## config.mk

```make
export PLATFORM = sky130hd
export DESIGN_NAME = dma_csr_top
export DESIGN_NICKNAME = d
export VERILOG_FILES = /design/src/rtl/dma_csr_pkg.sv /design/src/rtl/dma_csr_ctrl.sv /design/src/rtl/dma_csr_flags.sv /design/src/rtl/dma_csr_rdmux.sv /design/src/rtl/dma_csr_top.sv
export SDC_FILE = /design/constraint.sdc
export NUM_CORES = 1
export LEC_CHECK = 0
export BUFFER_PORTS_ARGS = -buffer_cell sky130_fd_sc_hd__clkbuf_2
export CAP_MARGIN = 15
export CORE_AREA = 3 3 86 88
export DETAILED_ROUTE_END_ITERATION = 12
export DIE_AREA = 0 0 89 91
export PLACE_DENSITY = 0.71
export SYNTH_ARGS = -nofsm -noshare
export SYNTH_HDL_FRONTEND = slang
export SYNTH_SLANG_ARGS = --single-unit
export TNS_END_PERCENT = 20
```

## constraint.sdc

```tcl
create_clock -name clk_i -period 1.3 [get_ports clk_i]
set_clock_uncertainty 0.1 [all_clocks]
set_input_delay 0 -clock clk_i [delete_from_list [all_inputs] [get_ports clk_i]]
set_output_delay 0 -clock clk_i [all_outputs]
set_load 0.01 [all_outputs]
```

## src/rtl/dma_csr_pkg.sv

```systemverilog
package dma_csr_pkg;
  localparam int unsigned AW        = 8;
  localparam int unsigned DW        = 32;
  localparam int unsigned SLICE_W   = 4;
  localparam int unsigned ERR_LSB   = 8;
  localparam int unsigned STATE_LSB = 16;
  localparam int unsigned STATE_W   = 2;
  localparam logic [AW-1:0] OFF_CTRL = 8'h00;
  localparam logic [AW-1:0] OFF_IEN  = 8'h08;
  localparam logic [AW-1:0] OFF_STAT = 8'h10;
endpackage

```

## src/rtl/dma_csr_ctrl.sv

```systemverilog
module dma_csr_ctrl #(
  parameter int unsigned NCH = 8
) (
  input  logic                                   clk_i,
  input  logic                                   rst_ni,
  input  logic                                   wr_ctrl_i,
  input  logic                                   wr_ien_i,
  input  logic [dma_csr_pkg::SLICE_W*NCH-1:0]    ctrl_wdata_i,
  input  logic [NCH-1:0]                         ien_wdata_i,
  output logic [dma_csr_pkg::SLICE_W*NCH-1:0]    ctrl_q_o,
  output logic [NCH-1:0]                         ien_q_o
);
  localparam int unsigned CW = dma_csr_pkg::SLICE_W * NCH;

  logic [CW-1:0] slice_mask;

  // mode (2 bits) + direction (1 bit) kept per slice; top bit reserved
  for (genvar n = 0; n < NCH; n++) begin : g_mask
    assign slice_mask[n*dma_csr_pkg::SLICE_W +: dma_csr_pkg::SLICE_W] = 4'b0111;
  end

  always_ff @(posedge clk_i or negedge rst_ni) begin
    if (!rst_ni) begin
      ctrl_q_o <= '0;
      ien_q_o  <= '0;
    end else begin
      if (wr_ctrl_i) ctrl_q_o <= ctrl_wdata_i & slice_mask;
      if (wr_ien_i)  ien_q_o  <= ien_wdata_i;
    end
  end
endmodule

```

## src/rtl/dma_csr_flags.sv

```systemverilog
module dma_csr_flags #(
  parameter int unsigned NCH = 8
) (
  input  logic           clk_i,
  input  logic           rst_ni,
  input  logic [NCH-1:0] done_i,
  input  logic [NCH-1:0] err_i,
  input  logic [NCH-1:0] clr_irq_i,
  input  logic [NCH-1:0] clr_err_i,
  output logic [NCH-1:0] irq_q_o,
  output logic [NCH-1:0] err_q_o
);
  for (genvar n = 0; n < NCH; n++) begin : g_ch
    logic set_irq;
    assign set_irq = done_i[n] | err_i[n];

    // set dominates clear in the same cycle
    always_ff @(posedge clk_i or negedge rst_ni) begin
      if (!rst_ni) begin
        irq_q_o[n] <= 1'b0;
        err_q_o[n] <= 1'b0;
      end else begin
        irq_q_o[n] <= set_irq  | (irq_q_o[n] & ~clr_irq_i[n]);
        err_q_o[n] <= err_i[n] | (err_q_o[n] & ~clr_err_i[n]);
      end
    end
  end
endmodule

```

## src/rtl/dma_csr_rdmux.sv

```systemverilog
module dma_csr_rdmux #(
  parameter int unsigned NCH = 8
) (
  input  logic                                   rd_i,
  input  logic [dma_csr_pkg::AW-1:0]             addr_i,
  input  logic [dma_csr_pkg::SLICE_W*NCH-1:0]    ctrl_i,
  input  logic [NCH-1:0]                         ien_i,
  input  logic [NCH-1:0]                         irq_i,
  input  logic [NCH-1:0]                         err_i,
  input  logic [dma_csr_pkg::STATE_W*NCH-1:0]    state_i,
  output logic [dma_csr_pkg::DW-1:0]             rdata_o
);
  import dma_csr_pkg::*;

  logic [DW-1:0] stat_word;

  always_comb begin
    stat_word = '0;
    stat_word[NCH-1:0]                        = irq_i;
    stat_word[ERR_LSB +: NCH]                 = err_i;
    stat_word[STATE_LSB +: STATE_W*NCH]       = state_i;
  end

  always_comb begin
    rdata_o = '0;
    if (rd_i) begin
      unique case (addr_i)
        OFF_CTRL: rdata_o[SLICE_W*NCH-1:0] = ctrl_i;
        OFF_IEN:  rdata_o[NCH-1:0]         = ien_i;
        OFF_STAT: rdata_o                  = stat_word;
        default:  rdata_o                  = '0;
      endcase
    end
  end
endmodule

```

## src/rtl/dma_csr_top.sv

```systemverilog
module dma_csr_top #(
  parameter int unsigned NCH = 8
) (
  input  logic                                clk_i,
  input  logic                                rst_ni,
  input  logic                                req_i,
  input  logic                                we_i,
  input  logic [7:0]                          addr_i,
  input  logic [31:0]                         wdata_i,
  output logic [31:0]                         rdata_o,
  input  logic [NCH-1:0]                      done_i,
  input  logic [NCH-1:0]                      err_i,
  input  logic [2*NCH-1:0]                    state_i,
  output logic [4*NCH-1:0]                    ch_cfg_o,
  output logic                                irq_o
);
  import dma_csr_pkg::*;

  logic           wr_en, rd_en;
  logic           wr_stat;
  logic [NCH-1:0] irq_flags, err_flags, irq_en;
  logic [NCH-1:0] clr_irq, clr_err;

  assign wr_en   = req_i & we_i;
  assign rd_en   = req_i & ~we_i;
  assign wr_stat = wr_en && (addr_i == OFF_STAT);
  assign clr_irq = wr_stat ? wdata_i[NCH-1:0]       : '0;
  assign clr_err = wr_stat ? wdata_i[ERR_LSB +: NCH] : '0;

  dma_csr_ctrl #(.NCH(NCH)) u_ctrl (
    .clk_i       (clk_i),
    .rst_ni      (rst_ni),
    .wr_ctrl_i   (wr_en && (addr_i == OFF_CTRL)),
    .wr_ien_i    (wr_en && (addr_i == OFF_IEN)),
    .ctrl_wdata_i(wdata_i[SLICE_W*NCH-1:0]),
    .ien_wdata_i (wdata_i[NCH-1:0]),
    .ctrl_q_o    (ch_cfg_o),
    .ien_q_o     (irq_en)
  );

  dma_csr_flags #(.NCH(NCH)) u_flags (
    .clk_i    (clk_i),
    .rst_ni   (rst_ni),
    .done_i   (done_i),
    .err_i    (err_i),
    .clr_irq_i(clr_irq),
    .clr_err_i(clr_err),
    .irq_q_o  (irq_flags),
    .err_q_o  (err_flags)
  );

  dma_csr_rdmux #(.NCH(NCH)) u_rdmux (
    .rd_i   (rd_en),
    .addr_i (addr_i),
    .ctrl_i (ch_cfg_o),
    .ien_i  (irq_en),
    .irq_i  (irq_flags),
    .err_i  (err_flags),
    .state_i(state_i),
    .rdata_o(rdata_o)
  );

  assign irq_o = |(irq_flags & irq_en);
endmodule

```

==> reports/summary.txt <==
Failing checks = negative setup slack
H-tree levels = 2
DR DRC count = 0
Yosys warns = 0
Area post-placement = 3500 um2
CP Capture Type = output port
Tcrit/Tclk final = 1.07
Synth Register Bits = 48
Vias per inst = 4.98
CTS Root Buffer Type = clkbuf_8
Total GRT Usage = 0.200
Power Density = 748 nW/um2
Sw power = 0.000775 W
Power Internal = 0.00240 W
Clk pwr share = 0.340
PnR worst setup slack = -0.0952 ns
Yosys top cell area share = 0.453
# fillers = 559
Drt pass-1 iters = 4
Die H = 91 um
WP data required = 1.20 ns
Peak VDD IR = 0.324 mV
Register area = 1200 um2
Ratio of cells with drive above 1 in the final layout = 0.519
Switching share of total power = 0.244
Final Hold Viols = 0
Register area share after synthesis = 0.453
Vias in the first global route = 2606
Top post-synthesis cells by area = dfrtp_1 (45%), mux2_4 (11%), mux2i_1 (9.1%)
Synth Cell Area = 2650 um2
# nets final = 514
Area Overhead vs Synth = 60.1%
Fin area = 4250 um2
Largest net degree at the start of global routing = 49
Mean area per synthesized cell = 11.2 um2
Crit path launch type = register
Remaining global-route overflow = 0
Post-synth top flop = dfrtp_1
Placed Cells = 454
Crit path largest cell delay = 0.38 ns
Filler-free cell count of the finished design = 519
Antenna viol nets, final = 0
Hold Crit Class = primary input to asynchronous set/reset pin
Crit path time final = 1.40 ns
Clk pin slew, worst setup/hold paths = 0.09 ns
Static leakage = 2.16 nW
Clk_lat worst skew = 0.30 ns
MaxCap Viol Count = 0
Fmax = 0.717 GHz
RSZ-0062 raised after global routing = yes
FP Rows = 30
# diodes = 0
Clock sink total = 48
Area taken by multi-input logic gates = 1400 um2
CP Max Fanout = 3
Core ar. = 6720 um2
Post-synth EDFFs = 0
Worst-path cell chain = mux2i_1 > or2_4 > a21oi_2 > buf_2
Tot Pwr = 0.00318 W
I/O pin cnt = 141
Post-Syn Instances = 236
CTS tree = built
IO Port Bufs = 128
Critical path class = register to output port
Initial Utilization = 0.395
Total wire length = 8200 um
First-pass GRT wire length = 12600 um
Register share of total power = 0.485
Comb pwr share = 0.176
Status = finished with violations
Unique masters post-synth = 29
Worst-path cell with the longest stage delay = dfrtp_1
Vias = 2584
Async set-reset flop share out of synthesis = 1.00
Full die area = 8100 um2
DP Wirelength = 5710 um
Final setup violation count = 7
WP data arrival = 1.30 ns
Largest area contributor in the netlist = dfrtp_1
CTS Buffer Depth = 2
Number of buffers created by CTS = 5
Final Max Slew Viols = 0
Chip width = 89 um
Routability cong. = 0.766
Post-detailed-route wirelength per cell = 15.8 um
Detailed Route Iter0 Violations = 72
Initial antenna violation count = 0
[final cells by class]
class | instances | share of cell area
timing repair buffer | 208 | 0.338
multi-input combinational | 175 | 0.331
tap | 80 | 0.0236
clock buffer | 6 | 0.0171
clock inverter | 2 | 0.00825
sequential | 48 | 0.283
[worst paths after layout]
check | from | to | slack (ns) | depth (start not counted)
worst max-delay path | u_ctrl.ien_q_o[4] | rdata_o[4] | -0.1 | 4
worst min-delay path | rst_ni | u_ctrl.ctrl_q_o[16] | 0.12 | 3
worst max register to register | u_ctrl.ctrl_q_o[0] | u_ctrl.ctrl_q_o[0] | 0.18 | 3
worst min register to register | u_flags.err_q_o[3] | u_flags.err_q_o[3] | 0.43 | 2
max in group asynchronous | rst_ni | u_flags.err_q_o[3] | 0.76 | 3
min in group clk_i | req_i | u_flags.err_q_o[0] | 0.17 | 5
[stage by stage]
stage	setup TNS (ns)	setup WS, ns	util	hold WS, ns
floorplan	-1.55	-0.0776	-	-0.396
global placement	-3.78	-0.146	0.522	-0.0874
detailed placement	-3.65	-0.164	0.522	-0.0876
CTS	-0.661	-0.106	0.620	0.129
global route	-1.09	-0.154	0.632	0.136
finish	-0.421	-0.0952	0.632	0.121
[Yosys cell counts, types with 7 or more instances]
master   number
dfrtp_1      48
nor2_1       29
mux2i_1      24
mux2_4       20
nor3_1       16
a21oi_1      14
mux2_2       12
a31oi_1       8
buf_4         8
nor3b_1       8
nand2_1       7
[logic make-up after synthesis]
kind of cell / Yosys count / share of synthesized area
AOI/OAI and AO/OA: 28 / 0.0623
buffers and inverters: 20 / 0.0571
DFF: 48 / 0.453
muxes: 56 / 0.255
other: 1 / 0.00141
and+or+nand+nor: 83 / 0.172
[state kept, by name (all words and copies together) (netlist names)]
name and flops:
u_flags.err_q_o 8, u_ctrl.ien_q_o 8, u_ctrl.ctrl_q_o 24, u_flags.irq_q_o 8
[worst max-delay path: cells and delay by family, from the launching register on]
kind / cells / cell delay (ns)
flops: 1 / 0.38
simple gates: 1 / 0.23
mux: 1 / 0.08
compound gates: 1 / 0.14
buf+inv: 1 / 0.15
[layout by cell type (no fill, tap or decap), types with 6 or more instances in the layout]
master,Yosys,routed
clkbuf_2,0,110
dfrtp_1,48,48
dlygate4sd3_1,0,45
buf_4,8,28
mux2i_1,24,24
nor2_1,29,23
mux2_4,20,20
buf_2,5,17
nor3_1,16,16
mux2_2,12,12
a31oi_1,8,8
nor3b_1,8,8
a21oi_1,14,8
conb_1,1,8
nand2_1,7,7
nor2_2,0,6
and3_1,6,6
[power by group through the flow]
| stage | Sequential, W | Clock [W] | Combinational [W] |
|---|---|---|---|
| 6_report | 0.00154 | 0.00108 | 0.000558 |
| 5_1_grt | 0.00154 | 0.00117 | 0.000606 |
| 4_1_cts | 0.00154 | 0.00111 | 0.000545 |
| 3_5_place_dp | 0.00157 | 0 | 0.000418 |
| 3_3_place_gp | 0.00157 | 0 | 0.000410 |
| 2_1_floorplan | 0.00158 | 0 | 0.000177 |
[routing by layer]
layer  part of all wire  track usage  vias up
met4              0.014       0.0496        0
met3              0.075       0.0526       10
met1               0.40        0.238     1241
met5                  0            0        -
li1                   -            -     1230
met2               0.51        0.350      103
[timing repair]
item                       CTS  global route
cloned                       0             0
setup buffers                9             3
resized for setup           10            34
hold endpoints to repair    96             0
setup endpoints to repair   13            20
hold buffers                45             0
pin swaps                    4             7
(Power assumes the default switching activity.)
